===== src/rtl/pgreg_pkg.sv =====
package pgreg_pkg;

  localparam int unsigned DW        = 8;
  localparam int unsigned AW        = 5;
  localparam int unsigned IDX_W     = 5;
  localparam int unsigned EP_SLOTS  = 15;
  localparam int unsigned GLB_SLOTS = 17;
  localparam int unsigned EP_CFG_SLOT   = 12;
  localparam int unsigned GLB_CTRL_LO   = 0;
  localparam int unsigned GLB_CTRL_HI   = 1;
  localparam int unsigned GLB_DEV_ADDR  = 9;
  localparam logic [AW-1:0] ADDR_PTR  = 5'h00;
  localparam logic [AW-1:0] ADDR_PORT = 5'h01;
  localparam logic [AW-1:0] ADDR_PAGE = 5'h04;

  typedef enum logic [2:0] {
    SRC_NONE, SRC_PTR, SRC_PAGE, SRC_GLB, SRC_EP, SRC_EXT, SRC_REV
  } src_e;

  typedef struct packed {
    src_e             src;
    logic [IDX_W-1:0] idx;
  } dec_t;

  // Maps an effective offset to a storage class and a slot inside it.
  function automatic dec_t decode(input logic via_port, input logic [DW-1:0] off);
    dec_t d;
    d.src = SRC_NONE;
    d.idx = '0;
    if (!(via_port && off < 8'h20)) begin
      case (off) inside
        8'h00:          d.src = SRC_PTR;
        8'h04:          d.src = SRC_PAGE;
        8'h02:          begin d.src = SRC_EXT; d.idx = 5'd0; end
        8'h03:          begin d.src = SRC_EXT; d.idx = 5'd1; end
        8'h1A:          begin d.src = SRC_EXT; d.idx = 5'd2; end
        8'h1B:          begin d.src = SRC_EXT; d.idx = 5'd3; end
        8'h06:          begin d.src = SRC_EXT; d.idx = 5'd4; end
        8'h18:          begin d.src = SRC_GLB; d.idx = 5'd0; end
        8'h19:          begin d.src = SRC_GLB; d.idx = 5'd1; end
        8'h1C:          begin d.src = SRC_GLB; d.idx = 5'd2; end
        8'h1D:          begin d.src = SRC_GLB; d.idx = 5'd3; end
        [8'h20:8'h24]:  begin d.src = SRC_GLB; d.idx = IDX_W'(off - 8'h20 + 8'd4); end
        8'h25:          d.src = SRC_REV;
        [8'h30:8'h37]:  begin d.src = SRC_GLB; d.idx = IDX_W'(off - 8'h30 + 8'd9); end
        8'h05:          begin d.src = SRC_EP;  d.idx = 5'd0; end
        [8'h07:8'h0F]:  begin d.src = SRC_EP;  d.idx = IDX_W'(off - 8'h06); end
        [8'h28:8'h2C]:  begin d.src = SRC_EP;  d.idx = IDX_W'(off - 8'h28 + 8'd10); end
        default:        d.src = SRC_NONE;
      endcase
    end
    return d;
  endfunction

endpackage


===== src/rtl/pgreg_rst_sync.sv =====
module pgreg_rst_sync (
  input  logic clk,
  input  logic rst_n,
  output logic rst_n_sync
);
  logic [1:0] stage_q;

  always_ff @(posedge clk or negedge rst_n) begin
    if (!rst_n) stage_q <= 2'b00;
    else        stage_q <= {stage_q[0], 1'b1};
  end

  assign rst_n_sync = stage_q[1];
endmodule


===== src/rtl/pgreg_ctl.sv =====
module pgreg_ctl #(
  parameter int unsigned DW = 8,
  parameter int unsigned PW = 2
) (
  input  logic          clk,
  input  logic          rst_n,
  input  logic          ptr_we,
  input  logic          page_we,
  input  logic [DW-1:0] wdata,
  output logic [DW-1:0] ptr_q,
  output logic [PW-1:0] page_q
);
  logic [DW-1:0] ptr_d;
  logic [PW-1:0] page_d;

  always_comb begin
    ptr_d  = ptr_q;
    page_d = page_q;
    if (ptr_we)  ptr_d  = wdata;
    if (page_we) page_d = wdata[PW-1:0];
  end

  always_ff @(posedge clk or negedge rst_n) begin
    if (!rst_n) begin
      ptr_q  <= '0;
      page_q <= '0;
    end else begin
      ptr_q  <= ptr_d;
      page_q <= page_d;
    end
  end
endmodule


===== src/rtl/pgreg_slots.sv =====
module pgreg_slots #(
  parameter int unsigned DW    = 8,
  parameter int unsigned DEPTH = 16,
  parameter int unsigned IW    = 5
) (
  input  logic                      clk,
  input  logic                      rst_n,
  input  logic                      we,
  input  logic [IW-1:0]             widx,
  input  logic [DW-1:0]             wdata,
  output logic [DEPTH-1:0][DW-1:0]  q
);
  logic [DEPTH-1:0] slot_en;

  for (genvar g = 0; g < DEPTH; g++) begin : g_slot
    always_comb slot_en[g] = we && (widx == IW'(g));

    always_ff @(posedge clk or negedge rst_n) begin
      if (!rst_n)          q[g] <= '0;
      else if (slot_en[g]) q[g] <= wdata;
    end
  end
endmodule


===== src/rtl/pgreg_file.sv =====
module pgreg_file
  import pgreg_pkg::*;
#(
  parameter int unsigned NUM_EP   = 4,
  parameter logic [7:0]  CHIP_REV = 8'h15,
  localparam int unsigned PW      = (NUM_EP > 1) ? $clog2(NUM_EP) : 1
) (
  input  logic                clk,
  input  logic                rst_n,
  input  logic                cpu_cs,
  input  logic                cpu_rd,
  input  logic                cpu_wr,
  input  logic [4:0]          cpu_addr,
  input  logic [7:0]          cpu_wdata,
  output logic [7:0]          cpu_rdata,
  input  logic [15:0]         evt_stat_i,
  input  logic [15:0]         frame_i,
  input  logic [NUM_EP*8-1:0] ep_stat_i,
  output logic [PW-1:0]       page_o,
  output logic [NUM_EP*8-1:0] ep_cfg_o,
  output logic [15:0]         glb_ctrl_o,
  output logic [7:0]          dev_addr_o
);
  localparam int unsigned EP_IW = $clog2(EP_SLOTS);

  logic                                  rst_n_int;
  logic [DW-1:0]                         ptr_q;
  logic [PW-1:0]                         page_q;
  logic                                  via_port;
  logic [DW-1:0]                         eff_off;
  dec_t                                  dec;
  logic                                  wr_act;
  logic                                  ptr_we, page_we, glb_we;
  logic [NUM_EP-1:0]                     ep_we;
  logic [GLB_SLOTS-1:0][DW-1:0]          glb_q;
  logic [NUM_EP-1:0][EP_SLOTS-1:0][DW-1:0] ep_q;

  pgreg_rst_sync i_rst_sync (
    .clk        (clk),
    .rst_n      (rst_n),
    .rst_n_sync (rst_n_int)
  );

  // Address resolution: the data port substitutes the pointer value.
  always_comb begin
    via_port = (cpu_addr == ADDR_PORT);
    eff_off  = via_port ? ptr_q : DW'(cpu_addr);
    dec      = decode(via_port, eff_off);
  end

  // Write enables, one per storage class.
  always_comb begin
    wr_act  = cpu_cs && cpu_wr;
    ptr_we  = wr_act && (dec.src == SRC_PTR);
    page_we = wr_act && (dec.src == SRC_PAGE);
    glb_we  = wr_act && (dec.src == SRC_GLB);
    for (int e = 0; e < NUM_EP; e++) begin
      ep_we[e] = wr_act && (dec.src == SRC_EP) && (page_q == PW'(e));
    end
  end

  pgreg_ctl #(.DW(DW), .PW(PW)) i_ctl (
    .clk     (clk),
    .rst_n   (rst_n_int),
    .ptr_we  (ptr_we),
    .page_we (page_we),
    .wdata   (cpu_wdata),
    .ptr_q   (ptr_q),
    .page_q  (page_q)
  );

  pgreg_slots #(.DW(DW), .DEPTH(GLB_SLOTS), .IW(IDX_W)) i_glb (
    .clk   (clk),
    .rst_n (rst_n_int),
    .we    (glb_we),
    .widx  (dec.idx),
    .wdata (cpu_wdata),
    .q     (glb_q)
  );

  for (genvar e = 0; e < NUM_EP; e++) begin : g_bank
    pgreg_slots #(.DW(DW), .DEPTH(EP_SLOTS), .IW(IDX_W)) i_bank (
      .clk   (clk),
      .rst_n (rst_n_int),
      .we    (ep_we[e]),
      .widx  (dec.idx),
      .wdata (cpu_wdata),
      .q     (ep_q[e])
    );
    assign ep_cfg_o[e*8 +: 8] = ep_q[e][EP_CFG_SLOT];
  end

  // Combinational read path.
  always_comb begin
    cpu_rdata = '0;
    if (cpu_cs && cpu_rd) begin
      case (dec.src)
        SRC_PTR:  cpu_rdata = ptr_q;
        SRC_PAGE: cpu_rdata = DW'(page_q);
        SRC_GLB:  cpu_rdata = glb_q[dec.idx];
        SRC_EP:   cpu_rdata = ep_q[page_q][dec.idx[EP_IW-1:0]];
        SRC_REV:  cpu_rdata = CHIP_REV;
        SRC_EXT: begin
          case (dec.idx[2:0])
            3'd0:    cpu_rdata = evt_stat_i[7:0];
            3'd1:    cpu_rdata = evt_stat_i[15:8];
            3'd2:    cpu_rdata = frame_i[7:0];
            3'd3:    cpu_rdata = frame_i[15:8];
            3'd4:    cpu_rdata = ep_stat_i[page_q*8 +: 8];
            default: cpu_rdata = '0;
          endcase
        end
        default:  cpu_rdata = '0;
      endcase
    end
  end

  assign page_o     = page_q;
  assign glb_ctrl_o = {glb_q[GLB_CTRL_HI], glb_q[GLB_CTRL_LO]};
  assign dev_addr_o = glb_q[GLB_DEV_ADDR];

endmodule


===== config.mk =====
export PLATFORM = sky130hd
export DESIGN_NAME = pgreg_file
export DESIGN_NICKNAME = d
export VERILOG_FILES = /design/src/rtl/pgreg_pkg.sv /design/src/rtl/pgreg_rst_sync.sv /design/src/rtl/pgreg_ctl.sv /design/src/rtl/pgreg_slots.sv /design/src/rtl/pgreg_file.sv
export SDC_FILE = /design/constraint.sdc
export NUM_CORES = 1
export LEC_CHECK = 0
export ABC_AREA = 0
export BUFFER_PORTS_ARGS = -buffer_cell sky130_fd_sc_hd__buf_2
export CORE_AREA = 2 2 228 230
export CTS_CLUSTER_SIZE = 12
export DETAILED_ROUTE_END_ITERATION = 6
export DIE_AREA = 0 0 230 232
export HOLD_SLACK_MARGIN = 0.03
export PLACE_DENSITY = 0.8
export SKIP_LAST_GASP = 1
export SYNTH_ARGS = -nofsm -noshare
export SYNTH_HDL_FRONTEND = slang
export SYNTH_SLANG_ARGS = --single-unit

===== constraint.sdc =====
create_clock -name clk -period 20.4 [get_ports clk]
set_input_delay 4.08 -clock clk [delete_from_list [all_inputs] [get_ports clk]]
set_output_delay 4.08 -clock clk [all_outputs]
set_load 0.02 [all_outputs]

== Word-level counts from Yosys, hierarchy flattened ==
Cells that the tools add are included.

* Add/subtract/negate cells: 7
* Order comparisons: 12
* Equal/unequal tests: 42
* Shift operators: 1
* Mux-type cells: 45
* Reductions and logical operators: 96

{| class="wikitable"
|+ Operator list
! kind !! number
|-
| $bmux 120 s2 || 1
|-
| $mux 120 || 1
|-
| $logic_and 1x1->1 || 92
|-
| $mux 5 || 17
|-
| $mux 3 || 17
|-
| $eq 8x5->1 const B || 6
|-
| $pmux 8 s6 || 1
|-
| $bmux 8 s5 || 1
|-
| $eq 5x4->1 const B || 8
|-
| $mux 8 || 5
|-
| $pmux 8 s5 || 1
|-
| $bmux 8 s4 || 1
|-
| $shiftx 32x6->8 || 1
|-
| $eq 8x3->1 const B || 3
|-
| $ge 8x6->1 const B || 3
|-
| $le 8x6->1 const B || 3
|-
| $eq 5x3->1 const B || 4
|-
| $eq 8x2->1 const B || 2
|-
| $eq 3x2->1 const B || 4
|-
| $eq 3x3->1 const B || 4
|-
| $add 5x4->5 const B || 2
|-
| $eq 5x1->1 const B || 2
|-
| $eq 5x2->1 const B || 2
|-
| $eq 8x6->1 const B || 1
|-
| other kinds (19) || 21
|}

* Bits in registers: 628
* Bits of input ports: 82
* Output and inout port bits: 66

== Longest topological paths before layout ==
Gate-level depths: netlist (run 1).

* Depth after elaboration: 26
* Gate-level depth with buffers: 16
* Gate-level depth less buffers: 12

== Modules after synthesis ==
From an unflattened synthesis (run 1), not the netlist that was laid out.

* Cells, all modules: 2305
* Area total of the unflattened synthesis: 31516.5 um^2

{| class="wikitable"
|+ Modules (own cells, without submodules)
! module !! times used !! cells each !! area an instance (um^2) !! sequential area each (um^2)
|-
| pgreg_slots (g_bank[0].i_bank ...) || 4 || 275 || 4733.3 || 3002.9
|-
| pgreg_file || 1 || 870 || 6924.1 || 0.0
|-
| pgreg_slots (i_glb) || 1 || 311 || 5201.2 || 3403.3
|-
| pgreg_ctl || 1 || 21 || 404.1 || 250.2
|-
| pgreg_rst_sync || 1 || 3 || 53.8 || 50.0
|}

== Least setup slack after synthesis (run 1) ==
No wires, ideal clock.

* Path type: in2out
* Start point: input cpu_addr[1]
* End point: output cpu_rdata[4]
* Arrival time: 7536 ps
* Data required time: 16320 ps
* Path slack: 8784 ps
* Cell stages on the path: 14
* Path through: buf_4 or4_4 buf_6 nor3_1 o21ai_0 or3_1 clkbuf_1 o21ai_1 buf_2 clkbuf_1 nand2_1 a311oi_1 nor4b_1 o31ai_1

* Longest elaborated chain between the ends: 26

{| class="wikitable"
|+ Ends and longest elaborated chain
! what !! line !! text
|-
| start, declared || pgreg_file.sv:13 || <nowiki>input logic [4:0] cpu_addr,</nowiki>
|-
| $eq 5x1->1 || pgreg_file.sv:46 || <nowiki>via_port = (cpu_addr == ADDR_PORT);</nowiki>
|-
| $mux 8 || pgreg_file.sv:47 || <nowiki>eff_off = via_port ? ptr_q : DW'(cpu_addr);</nowiki>
|-
| $sub 5x4->5, or another cell as far along || pgreg_pkg.sv:48 || <nowiki>[8'h28:8'h2C]: begin d.src = SRC_EP; d.idx = IDX_W'(off - 8'h28 + 8'd10); end</nowiki>
|-
| $add 5x4->5 or $logic_and 1x1->1 (tied branches) || pgreg_pkg.sv:48, pgreg_file.sv:48 ||
|-
| $mux 5 (17 in series) || pgreg_pkg.sv:31 || <nowiki>case (off) inside</nowiki>
|-
| $mux 8 (*) || pgreg_pkg.sv:30 || <nowiki>if (!(via_port && off < 8'h20)) begin</nowiki>
|-
| $bmux 8 s5, or another cell as far along || pgreg_file.sv:100 || <nowiki>SRC_GLB: cpu_rdata = glb_q[dec.idx];</nowiki>
|-
| $mux 8 (not written as such), or another cell as far along || pgreg_file.sv:100 ||
|-
| $pmux 8 s6 (*) || pgreg_file.sv:97 || <nowiki>case (dec.src)</nowiki>
|-
| $mux 8 (*) || pgreg_file.sv:96 || <nowiki>if (cpu_cs && cpu_rd) begin</nowiki>
|-
| end, declared || pgreg_file.sv:15 || <nowiki>output logic [7:0] cpu_rdata,</nowiki>
|}

Every way passes the cells marked *; elsewhere a longest branch is shown, timed or not. The select of a mux whose other input is x is not followed.

== Final worst setup path (run 1) ==
* Start point: input cpu_addr[0]
* End point: output cpu_rdata[0]

Same word-level chain as after synthesis.

==> results.ini, run 1 <==
[worst_setup_path]
cp_max_fo=53
slowest_stage=o21ai_4
crit_type=in -> out
worst_setup_path_end_kind=primary output
arrival_ns=9.00
crit_family=simple AND/OR/NAND/NOR gates
required_ns=16.32
reg2reg_depth=9
cpPeakStageDelay_ns=0.78
crit_path_cell_trace=buf_2, nor4b_2, a21oi_1, inv_1, nor4_1, or3_1, o21ai_4, buf_4, nand2_1, nand3_1, a21oi_1, nor4_1, a211o_1, buf_2
path_buf_inv=4
cp-start-kind=input port
path_depth=14

[clocking]
cts_sinks=628
cts_buffers=67
post-cts-setup-buffers=0
holdBufCountCts=0
htreeDepth=3
cts_max_path_buffers=3
cts_resized=0
clk_pin_slew_worst_paths_ns=0.05
clk_root_buffer_cell=clkbuf_16
clkLatencyLatePin_ns=0.60
cts_tree=yes

[synth]
yosysTopAreaCellShare_pct=50.30
syn_nets=2410
synthCells=2327
synthArstFlopShare_pct=100.0
ys_warn_count=0
yosys-top-cells-area=dfrtp_1 (50%), mux2_2 (21%), mux4_2 (9.2%), nand2_1 (2.9%), clkbuf_1 (1.7%)
synthFlopType=dfrtp_1
synth_common_cells=dfrtp_1 (628), mux2_2 (570), nand2_1 (244)
ys_ff_latch=628
synthesis.area_sq_um=31240
avgSynthCellArea_sq_um=13.42
ys_types=88
synth_area_leader_cell=dfrtp_1
synth_most_common_cell=dfrtp_1
synth_edf_count=0
ys_seq_area_share_pct=50.30

[floorplanning]
coreArea_sq_um=50890
dieArea_sq_um=53360
die_height_um=232
fp.dieW_um=230
pin_count=148
start_util_pct=61.39
core.rowCount=83

[sta]
worst_pin_slew_ns=1.255
fin_crit_ns=13.08
finalHoldViolations=0
min_period_over_period_pct=64.11
totalNegativeSetupSlack_ns=0
setup_viol=0
rsz0062_at_grt=false
layout_setup_ws_ns=7.321
max_freq_ghz=0.07646
fin_skew_ns=0.01502
maxSlewHeadroom_pct=16.32
final-max-slew-violation-count=0
hold_ws_ns=0.3518

[layout]
insertedDiodeCount=0
fill_cells=3530
drive_above_1_share_pct=44.83
layout.nets=2432
area_growth_syn_to_layout_pct=9.108
utilization_pct=66.98

[drt]
wire_per_inst_um=26.84
drtIter0Drc=1738
vias=20390
routed_wl_um=82310
firstDrtPassIters=7
via_per_inst=6.647
ant_nets=0
drcViolationCount=3

[placed_design]
io_buffer_count=147
place_hpwl_um=51410
pre_cts_slack_ns=7.561
gp_congestion=0.8995

[global_route]
grt_pass1_vias=21160
grt_pass1_wl_um=128500
grt_usage_pct=31.65
antenna_found_initial=0
grt_overflow=0
grt_max_degree=184

[pwr]
ir_drop_mv=0.07663
p_per_area_nw_per_um2=86.27
leakagePower_nw=16.45

[min_path]
hold_depth=0
hold_path_class=reg -> reg

[run_status]
status=finished with violations
failed_checks=DRC

[flow_run]
timing.max_cap.violations=0

-- layout by cell type (no fill, tap or decap), types with 15 or more instances in the layout --
cell type and n:
dfrtp_1 625, mux2_2 570, nand2_1 244, buf_2 147, mux4_2 128, nand3_1 92
clkbuf_16 69, a21oi_1 59, mux2i_1 47, nor2_1 42, mux2_4 32, buf_4 25
mux2_1 24, nor3_4 22, nor3_1 17, nor4_1 16, clkbuf_1 15
-- layer usage --
| layer | share of wire, % | GRT usage (%) | vias to the layer above |
|---|---|---|---|
| li1 | - | - | 8552 |
| met4 | 4.0 | 13.21 | 0 |
| met3 | 8.0 | 5.440 | 212 |
| met2 | 48 | 50.32 | 959 |
| met1 | 40 | 43.69 | 10660 |
| met5 | 0 | 0 | - |
-- logic make-up (layout without fill, tap and decap cells) --
kind of cell               Yosys count  count (layout)  synth area share [%]
xor gates and xnor gates             1               1               0.02804
AOI/OAI and AO/OA                  164             164                 3.733
and+or+nand+nor                    506             506                 8.599
other                                1               1               0.01200
muxes                              801             801                 33.68
buffers and inverters              225             285                 3.601
adders and majority gates            1               1               0.04004
DFF                                628             628                 50.30
-- where the power goes --
part | internal (mW) | switching, mW
Sequential | 1.31 | 0.0543
Combinational | 0.162 | 0.245
Clock | 0.691 | 0.482
Total | 2.16 | 0.781
-- path summary, 6_finish.rpt --
kind                                     endpoint  slack [ns]             startpoint
max                                  cpu_rdata[0]        7.32            cpu_addr[0]
min                         i_rst_sync.stage_q[1]        0.35  i_rst_sync.stage_q[0]
max reg2reg                 g_bank[2].i_bank.q[7]       15.03         i_ctl.ptr_q[4]
min reg2reg                 i_rst_sync.stage_q[1]        0.35  i_rst_sync.stage_q[0]
max in group asynchronous   i_rst_sync.stage_q[1]       17.02                  rst_n
min in group asynchronous  g_bank[2].i_bank.q[39]        0.43  i_rst_sync.stage_q[1]
-- layout make-up --
type,count,area [sq um],share of cell area [%]
flip-flops and latches,628,15730,46.14
multi-input cells,1474,14430,42.34
clock buffers,98,1976,5.796
repair buffers,175,983.4,2.885
well taps,680,850.8,2.496
clock inverters,9,105.1,0.3083
inverters,3,11.26,0.03304
-- stage by stage --
stage	std cells	instance area (sq um)	total power [mW]
5_1_grt	3067	34090	3.042
6_report	3067	34090	2.940
4_1_cts	3067	34090	2.953
3_5_place_dp	2960	32000	1.784
3_3_place_gp	2960	32000	1.774
2_1_floorplan	2327	31240	1.661
-- registers in the layout (all words and copies together), names as in the netlist --
name	count
g_bank.i_bank.q	480
i_rst_sync.stage_q	2
i_glb.q	136
i_ctl.ptr_q	8
i_ctl.page_q	2
Note: power is estimated with default switching activity, not from simulation.
==> run 2: changes to the inputs <==
--- a/config.mk
+++ b/config.mk
@@ -7,12 +7,12 @@
 export LEC_CHECK = 0
 export ABC_AREA = 0
 export BUFFER_PORTS_ARGS = -buffer_cell sky130_fd_sc_hd__buf_2
-export CORE_AREA = 2 2 228 230
+export CORE_AREA = 2 2 240 242
 export CTS_CLUSTER_SIZE = 12
 export DETAILED_ROUTE_END_ITERATION = 6
-export DIE_AREA = 0 0 230 232
+export DIE_AREA = 0 0 242 244
 export HOLD_SLACK_MARGIN = 0.03
-export PLACE_DENSITY = 0.8
+export PLACE_DENSITY = 0.76
 export SKIP_LAST_GASP = 1
 export SYNTH_ARGS = -nofsm -noshare
 export SYNTH_HDL_FRONTEND = slang
==> constraint.sdc (replaced) <==
create_clock -name clk -period 10.5 [get_ports clk]
set_input_delay 2.1 -clock clk [delete_from_list [all_inputs] [get_ports clk]]
set_output_delay 2.1 -clock clk [all_outputs]
set_load 0.02 [all_outputs]
==> run 2 against run 1 <==
Against the previous run: the run now ends clean; clock-buffer cell count is 1 higher; sequential cell count stayed put; final cell count is 2.9% higher; hold slack hardly changed; clock skew is 0.024 ns higher; utilization is 5.8 points lower; non-clock buffer count is 6 higher; routed wire length is 0.58% higher; sequential power is 94% higher; critical endpoint is now cpu_rdata[7]; clock power is 100% higher; register-to-register slack worse by 9.8 ns.
==> results.ini, run 2 (synthesized netlist as in run 1, its figures left out) <==
[global_route]
grt_overflow=0  ; unchanged
grt_pass1_vias=21160  ; -0.038%
grt_max_degree=194  ; +5.4%
antenna_found_initial=0  ; unchanged
grt_pass1_wl_um=128900  ; +0.28%
grt_usage_pct=28.30  ; -3.3 points

[layout]
multi_input_comb_area_sq_um=14430  ; unchanged
area_growth_syn_to_layout_pct=10.03
final_common_cell=dfrtp_1
reg.largest.list=g_bank.i_bank.q (480), i_glb.q (136), i_ctl.ptr_q (8)
largest_reg_flops=480  ; unchanged
regArea_sq_um=15730  ; unchanged
largest_register=g_bank.i_bank.q
fin_area_sq_um=34370  ; +0.85%
fill_cells=4261  ; +21%
drive_above_1_share_pct=45.06  ; +0.23 points
layout.nets=2440  ; +0.33%
mostFrequentLayoutCells=dfrtp_1 (625), mux2_2 (570), nand2_1 (244)

[clocking]
cts_buffers=69  ; +3.0%
post-cts-setup-buffers=0  ; unchanged
cts_max_path_buffers=3  ; unchanged
cts_sinks=628  ; unchanged
cts_resized=0  ; unchanged
clk_pin_slew_worst_paths_ns=0.06  ; about the same
cts_tree=yes
clk_root_buffer_cell=clkbuf_16
htreeDepth=3  ; unchanged
holdBufCountCts=0  ; unchanged
clkLatencyLatePin_ns=0.62  ; +0.02 ns

[worst_setup_path]
regToRegStartpoint=i_ctl.ptr_q[4]
arrival_ns=6.87  ; -2.13 ns
crit_start=cpu_addr[0]
reg2reg_depth=9  ; unchanged
required_ns=8.40  ; -7.92 ns
crit_type=in -> out
worst_setup_path_end_kind=primary output
r2r-end=i_glb.q[69]
cp_max_fo=17  ; -68%
regToRegSetupSlack_ns=5.27  ; -9.76 ns
crit_path_cell_trace=buf_2, nor4b_2, a21oi_1, inv_1, nor4_1, or3_1, o21ai_4, buf_4, nand2_1, a21oi_1, a311oi_1, nor4_1, a211o_1, buf_2
cpPeakStageDelay_ns=0.73  ; -0.05 ns
cp-start-kind=input port
critPathCapture=cpu_rdata[7]
path_buf_inv=4  ; unchanged
crit_family=simple AND/OR/NAND/NOR gates
path_depth=14  ; unchanged
slowest_stage=o21ai_4

[min_path]
hp-start=i_rst_sync.stage_q[0]
hold_path_class=reg -> reg

[drt]
drtIter0Drc=1946  ; +12%
ant_nets=0  ; unchanged
routed_wl_um=82790  ; +0.58%
drcViolationCount=0  ; -3
wire_per_inst_um=26.23  ; -2.3%
via_per_inst=6.394  ; -3.8%
firstDrtPassIters=5  ; -2
vias=20180  ; -1.0%

[floorplanning]
fp.dieW_um=242  ; +5.2%
die_height_um=244  ; +5.2%
coreArea_sq_um=56170  ; +10%
dieArea_sq_um=59050  ; +11%
core.rowCount=87  ; +4.8%
start_util_pct=55.62  ; -5.8 points
pin_count=148  ; unchanged

[pwr]
p_sw_mw=1.563  ; +100%
p_int_mw=4.253  ; +97%
leakagePower_nw=16.54  ; +0.57%
clockPowerShare_pct=40.8  ; +0.9 points
p_seq_share_pct=45.4  ; -0.9 points
total_power_mw=5.816  ; +98%
comb_power_share_pct=13.8  ; about the same
p_per_area_nw_per_um2=169.2  ; +96%
netSwitchingFraction_pct=26.88  ; +0.31 points
ir_drop_mv=0.1218  ; +59%

[placed_design]
placed_cell_area_sq_um=32180  ; +0.56%
place_hpwl_um=52300  ; +1.7%
pre_cts_slack_ns=1.718  ; -5.843 ns
gp_congestion=0.9556  ; +6.2%
io_buffer_count=147  ; unchanged

[sta]
rsz0062_at_grt=false
min_period_over_period_pct=85.44
setup_viol=0  ; unchanged
layout_setup_ws_ns=1.529  ; -5.793 ns
fin_crit_ns=8.971
totalNegativeSetupSlack_ns=0  ; unchanged
maxSlewHeadroom_pct=28.31  ; +12 points
max_freq_ghz=0.1115
worst_pin_slew_ns=1.071  ; -0.1838 ns
final-max-slew-violation-count=0  ; unchanged
fin_skew_ns=0.03930  ; +0.02429 ns
finalHoldViolations=0  ; unchanged

[run_status]
status=finished clean

[flow_run]
timing.max_cap.violations=0  ; unchanged

## run 2: cell type report
class,instances,area share (%)
inverter,3,0.03276
sequential,628,45.75
tap,756,2.752
clock inverter,14,0.5460
timing repair buffer,181,3.101
multi-input combinational,1474,41.99
clock buffer,99,5.824
antenna,1,0.007280
## run 2: power groups by stage
| stage | Combinational [mW] | Clock (mW) | Sequential, mW |
|---|---|---|---|
| 2_1_floorplan | 0.559 | 0 | 2.67 |
| 3_3_place_gp | 0.783 | 0 | 2.67 |
| 3_5_place_dp | 0.796 | 0 | 2.68 |
| 4_1_cts | 0.800 | 2.41 | 2.64 |
| 5_1_grt | 0.851 | 2.51 | 2.65 |
| 6_report | 0.800 | 2.38 | 2.64 |
## run 2: worst min-delay path by stage
| stage | end | slack [ns] | cells after the start |
|---|---|---|---|
| CTS | i_rst_sync.stage_q[1] | 0.36 | 0 |
| detailed placement | i_rst_sync.stage_q[1] | 0.34 | 0 |
| finish | i_rst_sync.stage_q[1] | 0.35 | 0 |
| global placement | i_rst_sync.stage_q[1] | 0.34 | 0 |
| floorplan | i_rst_sync.stage_q[1] | 0.33 | 0 |
| global route | i_rst_sync.stage_q[1] | 0.36 | 0 |
## run 2: metrics by stage
stage          hold WS, ns  instances  util, %
2_1_floorplan       0.3311       2327        -
3_3_place_gp        0.3393       3042    57.30
3_5_place_dp        0.3420       3042    57.30
4_1_cts             0.3559       3155    61.19
5_1_grt             0.3550       3155    61.19
6_report            0.3520       3156    61.20
## run 2: metal layers
layer / share of wire [%] / wire (um) / up-vias / track usage (%)
li1: - / - / 8571 / -
met1: 42 / 34650 / 10620 / 39.01
met5: 0 / 0 / - / 0
met3: 7.1 / 5838 / 176 / 4.939
met4: 3.5 / 2859 / 0 / 10.88
met2: 48 / 39430 / 810 / 45.29
